File: config.mk
export PLATFORM = sky130hd
export DESIGN_NAME = audio_clk_div
export DESIGN_NICKNAME = d
export VERILOG_FILES = /design/src/rtl/acd_pkg.sv /design/src/rtl/acd_ratio_lut.sv /design/src/rtl/acd_divider.sv /design/src/rtl/acd_edge_strobe.sv /design/src/rtl/audio_clk_div.sv
export SDC_FILE = /design/constraint.sdc
export NUM_CORES = 1
export LEC_CHECK = 0
export ABC_AREA = 0
export BUFFER_PORTS_ARGS = -buffer_cell sky130_fd_sc_hd__buf_4
export CAP_MARGIN = 20
export CORE_MARGIN = 1
export CORE_UTILIZATION = 58
export CTS_BUF_LIST = sky130_fd_sc_hd__clkbuf_4
export DETAILED_ROUTE_END_ITERATION = 10
export PLACE_DENSITY = 0.75
export SLEW_MARGIN = 40
export SYNTH_ARGS = -nofsm -noshare
export SYNTH_HDL_FRONTEND = slang
export SYNTH_HIERARCHICAL = 1
export SYNTH_SLANG_ARGS = --single-unit
File: constraint.sdc
create_clock -name clk_i -period 2.7 [get_ports clk_i]
set_input_delay 0.27 -clock clk_i [delete_from_list [all_inputs] [get_ports clk_i]]
set_output_delay 0.27 -clock clk_i [all_outputs]
set_load 0.03 [all_outputs]
File: src/rtl/acd_pkg.sv
package acd_pkg;
  localparam int unsigned CODE_W  = 4;
  localparam int unsigned RATIO_W = 8;
  localparam int unsigned NDIV    = 2;
  localparam int unsigned DIV_M   = 0;
  localparam int unsigned DIV_B   = 1;

  typedef logic [CODE_W-1:0]  code_t;
  typedef logic [RATIO_W-1:0] ratio_t;

  // Nonlinear code-to-ratio mapping; 0 means "no ratio".
  function automatic ratio_t acd_ratio(input code_t c);
    ratio_t r;
    case (c)
      code_t'(1):  r = ratio_t'(1);
      code_t'(2):  r = ratio_t'(2);
      code_t'(3):  r = ratio_t'(4);
      code_t'(4):  r = ratio_t'(6);
      code_t'(5):  r = ratio_t'(8);
      code_t'(6):  r = ratio_t'(12);
      code_t'(7):  r = ratio_t'(16);
      code_t'(8):  r = ratio_t'(24);
      code_t'(9):  r = ratio_t'(32);
      code_t'(10): r = ratio_t'(48);
      code_t'(11): r = ratio_t'(64);
      code_t'(12): r = ratio_t'(96);
      code_t'(13): r = ratio_t'(128);
      code_t'(14): r = ratio_t'(176);
      code_t'(15): r = ratio_t'(192);
      default:     r = '0;
    endcase
    return r;
  endfunction

  function automatic logic acd_code_ok(input code_t c);
    return acd_ratio(c) != '0;
  endfunction
endpackage

File: src/rtl/acd_ratio_lut.sv
module acd_ratio_lut
  import acd_pkg::*;
(
  input  code_t  code_i,
  output ratio_t ratio_o,
  output logic   ok_o
);
  always_comb begin
    ratio_o = acd_ratio(code_i);
    ok_o    = (ratio_o != '0);
  end
endmodule

File: src/rtl/acd_divider.sv
module acd_divider
  import acd_pkg::*;
(
  input  logic  clk_i,
  input  logic  rst_i,
  input  code_t code_i,
  output logic  lvl_o,
  output logic  pt_o,
  output logic  bound_o
);
  localparam ratio_t ONE = ratio_t'(1);

  ratio_t lut_ratio;
  logic   lut_ok;

  acd_ratio_lut u_lut (
    .code_i  (code_i),
    .ratio_o (lut_ratio),
    .ok_o    (lut_ok)
  );

  ratio_t ratio_q;
  ratio_t cnt_q;
  logic   run_q;
  logic   lvl_q;
  logic   pt_q;
  ratio_t last_cnt;
  ratio_t fall_cnt;

  assign last_cnt = ratio_q - ONE;
  assign fall_cnt = (ratio_q >> 1) - ONE;

  // A period ends on its last count; a stopped or pass-through divider
  // is at a boundary on every cycle.
  assign bound_o = !run_q || pt_q || (cnt_q == last_cnt);

  always_ff @(posedge clk_i) begin
    if (rst_i) begin
      ratio_q <= '0;
      cnt_q   <= '0;
      run_q   <= 1'b0;
      lvl_q   <= 1'b0;
      pt_q    <= 1'b0;
    end else if (bound_o) begin
      cnt_q <= '0;
      if (lut_ok) begin
        ratio_q <= lut_ratio;
        run_q   <= 1'b1;
        pt_q    <= (lut_ratio == ONE);
        lvl_q   <= (lut_ratio != ONE);
      end else begin
        ratio_q <= '0;
        run_q   <= 1'b0;
        pt_q    <= 1'b0;
        lvl_q   <= 1'b0;
      end
    end else begin
      cnt_q <= cnt_q + ONE;
      if (cnt_q == fall_cnt) begin
        lvl_q <= 1'b0;
      end
    end
  end

  assign lvl_o = lvl_q;
  assign pt_o  = pt_q;
endmodule

File: src/rtl/acd_edge_strobe.sv
module acd_edge_strobe (
  input  logic clk_i,
  input  logic rst_i,
  input  logic lvl_i,
  input  logic pt_i,
  output logic rise_o,
  output logic fall_o
);
  logic prev_q;

  always_ff @(posedge clk_i) begin
    if (rst_i) prev_q <= 1'b0;
    else       prev_q <= lvl_i;
  end

  // Derived from flops only; in pass-through each cycle holds both edges.
  assign rise_o = pt_i | (lvl_i & ~prev_q);
  assign fall_o = pt_i | (~lvl_i & prev_q);
endmodule

File: src/rtl/audio_clk_div.sv
module audio_clk_div
  import acd_pkg::*;
(
  input  logic                clk_i,
  input  logic                rst_i,
  input  logic [CODE_W-1:0]   mclk_code_i,
  input  logic [CODE_W-1:0]   bclk_code_i,
  input  logic                mclk_oe_i,
  output logic                mclk_o,
  output logic                bclk_o,
  output logic                bclk_rise_o,
  output logic                bclk_fall_o,
  output logic                code_err_o
);
  code_t           code_arr [NDIV];
  logic [NDIV-1:0] lvl;
  logic [NDIV-1:0] pt;
  logic [NDIV-1:0] bnd;
  logic            oe_q;
  logic            err_q;

  assign code_arr[DIV_M] = mclk_code_i;
  assign code_arr[DIV_B] = bclk_code_i;

  for (genvar i = 0; i < NDIV; i++) begin : g_div
    acd_divider u_div (
      .clk_i   (clk_i),
      .rst_i   (rst_i),
      .code_i  (code_arr[i]),
      .lvl_o   (lvl[i]),
      .pt_o    (pt[i]),
      .bound_o (bnd[i])
    );
  end

  // Enable changes only between master-clock periods.
  always_ff @(posedge clk_i) begin
    if (rst_i)           oe_q <= 1'b0;
    else if (bnd[DIV_M]) oe_q <= mclk_oe_i;
  end

  always_ff @(posedge clk_i) begin
    if (rst_i) err_q <= 1'b0;
    else       err_q <= !acd_code_ok(mclk_code_i) || !acd_code_ok(bclk_code_i);
  end

  acd_edge_strobe u_stb (
    .clk_i  (clk_i),
    .rst_i  (rst_i),
    .lvl_i  (lvl[DIV_B]),
    .pt_i   (pt[DIV_B]),
    .rise_o (bclk_rise_o),
    .fall_o (bclk_fall_o)
  );

  assign mclk_o     = oe_q & (pt[DIV_M] ? clk_i : lvl[DIV_M]);
  assign bclk_o     = pt[DIV_B] ? clk_i : lvl[DIV_B];
  assign code_err_o = err_q;
endmodule

==> results.yml <==
clocking:
  cts_tree: "yes"
  ctsHoldBuffers: 0
  clock_latency_ns: 0.47
  clkSlewWorstSetupHoldPaths_ns: 0.13
placed_design:
  dp_hpwl_microns: 5140
  portBuffers: 15
  placed_cell_area_sq_um: 3550
  place.gp.congestion: 0.878
final_layout:
  layout_common_cells: "41 x dfxtp_1, 35 x nand2_1, 28 x ha_1, 26 x nand3_1, 25 x xnor2_1"
  final_common_cell: "dfxtp_1"
  area_delta_synth_final_pct: 6.60
  final_cell_area_sq_um: 3680
  drive_above_1_share_pct: 14.3
  insertedDiodeCount: 0
  fillers: 506
  utilization_pct: 65.6
  nets: 450
setup_path:
  worstPathMaxFanout: 12
  crit_arrival_ns: 2.79
  start_kind: "flip-flop"
  cpPeakStageDelay_ns: 0.61
  worstSetupEndpointType: "flip-flop"
  critPathBufInv: 2
  cp_top_family: "compound AO/OA/AOI/OAI gates"
  path_class: "flip-flop to flip-flop"
  required_ns: 3.06
  slowest_stage: "o311a_2"
  worstPathCellList: "inv_1 -> ha_1 -> o21ba_2 -> a221oi_1 -> a41oi_1 -> o311a_2 -> clkinvlp_4 -> a21oi_1"
grt:
  grt_pass1_wl_microns: 12400
  track_usage_pct: 24.9
  grt_pass1_vias: 2745
  grt_max_degree: 26
  antenna_found_initial: 0
  grt_remaining_overflow: 0
sta:
  slew_viol_final: 0
  skew_ns: 0.0147
  setup_violations: 0
  rsz0062_at_grt: "no"
  final-hold-violation-count: 0
  post-route-period-util_pct: 89.9
  period_needed_ns: 2.43
  fmax_mhz: 412
  relSlewSlack_pct: 63.8
  worstMarginPinSlew_ns: 0.539
  fin_setup_tns_ns: 0
power:
  combPwrFrac_pct: 24.3
  seqPwrFrac_pct: 42.1
  powerDensity_nw_per_um2: 429
  irDropWorstVdd_uv: 228
  leakagePower_nw: 1.57
  p_int_w: 0.00109
  p_sw_w: 0.000489
  pwr-share-clk_pct: 33.5
  switching_share_pct: 31.0
drt:
  antenna_left: 0
  wl_per_cell_microns: 14.6
  detail_route.drc_violations: 0
  vias: 2853
  drt_wl_total_microns: 7070
  vias_per_cell: 5.88
  drt-initial-drc-count: 184
  first_pass_iters: 4
yosys:
  yosys_warnings: 6
  synthCells: 401
  syn_area_per_cell_sq_um: 8.60
  ys.flop_type: "dfxtp_1"
  yosys.cell_types.count: 60
  synth_edf_count: 0
  syn_area_sq_um: 3450
  synth-async-reset-ratio_pct: 0
  synth_nets: 440
  synth_seq_cells: 41
  yosysSeqAreaShare_pct: 23.8
die:
  fp.coreArea_sq_um: 5610
  die_w_microns: 79.1
  io_pins: 16
  die_h_microns: 79.1
  initial_core_util_pct: 61.5
  dieArea_sq_um: 6260
  rows: 27
run:
  maxCapViolations: 0
worst_hold_path:
  worstHoldPathType: "primary input to flip-flop"
run_status:
  status: "complete, no violations"
-- cell type report --
type / count / area [sq um] / share of cell area (%)
flip-flops and latches: 41 / 821 / 22.3
well taps: 72 / 90.1 / 2.45
multi-input cells: 311 / 2380 / 64.6
inverters: 25 / 97.6 / 2.65
clock buffers: 12 / 90.1 / 2.45
clock inverters: 3 / 43.8 / 1.19
repair buffers: 21 / 158 / 4.29
-- worst paths after layout --
kind / from / endpoint / slack (ns) / depth (start not counted)
setup / recovery: g_div[1].u_div/ratio_q[1] / g_div[1].u_div/run_q / 0.27 / 8
hold / removal: mclk_oe_i / oe_q / 0.04 / 3
setup reg to reg: g_div[1].u_div/ratio_q[1] / g_div[1].u_div/run_q / 0.27 / 8
hold reg to reg: oe_q / oe_q / 0.50 / 2
-- tightest hold or removal path, stage by stage --
cell and delay, ns:
buf_4 0.08, mux2i_1 0.06, nor2_1 0.07
-- registers in the layout, indices dropped and copies added (netlist names) --
register / cells
g_div.u_div/ratio_q: 16
g_div.u_div/cnt_q: 16
u_stb/prev_q: 1
g_div.u_div/lvl_o: 2
g_div.u_div/run_q: 2
code_err_o: 1
oe_q: 1
g_div.u_div/pt_o: 2
-- power groups by stage --
| stage | Combinational (W) | Sequential (W) | Clock (W) |
|---|---|---|---|
| finish | 0.000384 | 0.000665 | 0.000530 |
| global route | 0.000427 | 0.000669 | 0.000577 |
| CTS | 0.000382 | 0.000664 | 0.000544 |
| detailed placement | 0.000380 | 0.000677 | 0.0000141 |
| global placement | 0.000369 | 0.000677 | 0.0000141 |
| floorplan | 0.000318 | 0.000660 | 0.0000104 |
-- stage by stage --
step | instances | total power [W] | setup WS (ns) | hold slack, ns
floorplan | 401 | 0.000988 | 0.324 | 0.337
global placement | 472 | 0.00106 | 0.0913 | 0.468
detailed placement | 472 | 0.00107 | -0.0378 | 0.479
CTS | 485 | 0.00159 | 0.256 | 0.0248
global route | 485 | 0.00167 | 0.0465 | 0.0521
finish | 485 | 0.00158 | 0.272 | 0.0368
-- what timing repair did --
action	in CTS	in global routing
hold endpoints to repair	0	0
setup buffers	0	0
gates resized for setup	1	1
endpoints found under the setup margin	8	3
pin swaps	0	0
-- cells by family (layout without fill, tap and decap cells) --
group / count (synthesis) / after routing / synth area share (%)
AND/OR/NAND/NOR: 157 / 157 / 26.8
AO/OA/AOI/OAI: 54 / 54 / 12.7
XOR/XNOR: 49 / 49 / 12.4
buffers and inverters: 49 / 61 / 7.33
flip-flops: 41 / 41 / 23.8
adder cells (fa/ha/maj): 28 / 28 / 10.2
multiplexers: 23 / 23 / 6.71
-- cell usage after synthesis, drive strengths merged, types with 3 or more instances --
master / n / area share [%]
nand4: 4 / 0.73
or4: 6 / 1.3
nor2b: 6 / 1.3
nor3b: 3 / 0.65
a21oi: 6 / 0.98
xnor2: 25 / 6.3
nor4b: 5 / 1.7
o21ai: 5 / 0.73
xor2: 24 / 6.1
mux2i: 22 / 6.4
nor2: 18 / 2.0
ha: 28 / 10
nor3: 19 / 2.8
nand4b: 4 / 1.0
inv: 23 / 2.5
dfxtp: 41 / 24
o21ba: 4 / 1.2
clkbuf: 8 / 0.87
buf: 16 / 3.7
or2b: 7 / 1.6
nor4: 11 / 3.2
a22o: 3 / 0.80
and3: 6 / 1.1
nand2: 35 / 3.8
a221oi: 4 / 1.0
a31oi: 5 / 0.91
nand3: 26 / 3.8
-- per-layer routing --
metal	global-route usage [%]	part of all wire (%)	vias up
met4	13.3	2.8	0
met5	0	0	-
li1	-	-	1451
met3	4.48	4.3	21
met2	36.6	44	79
met1	34.2	49	1302
Power figures use the tool's default switching activity.
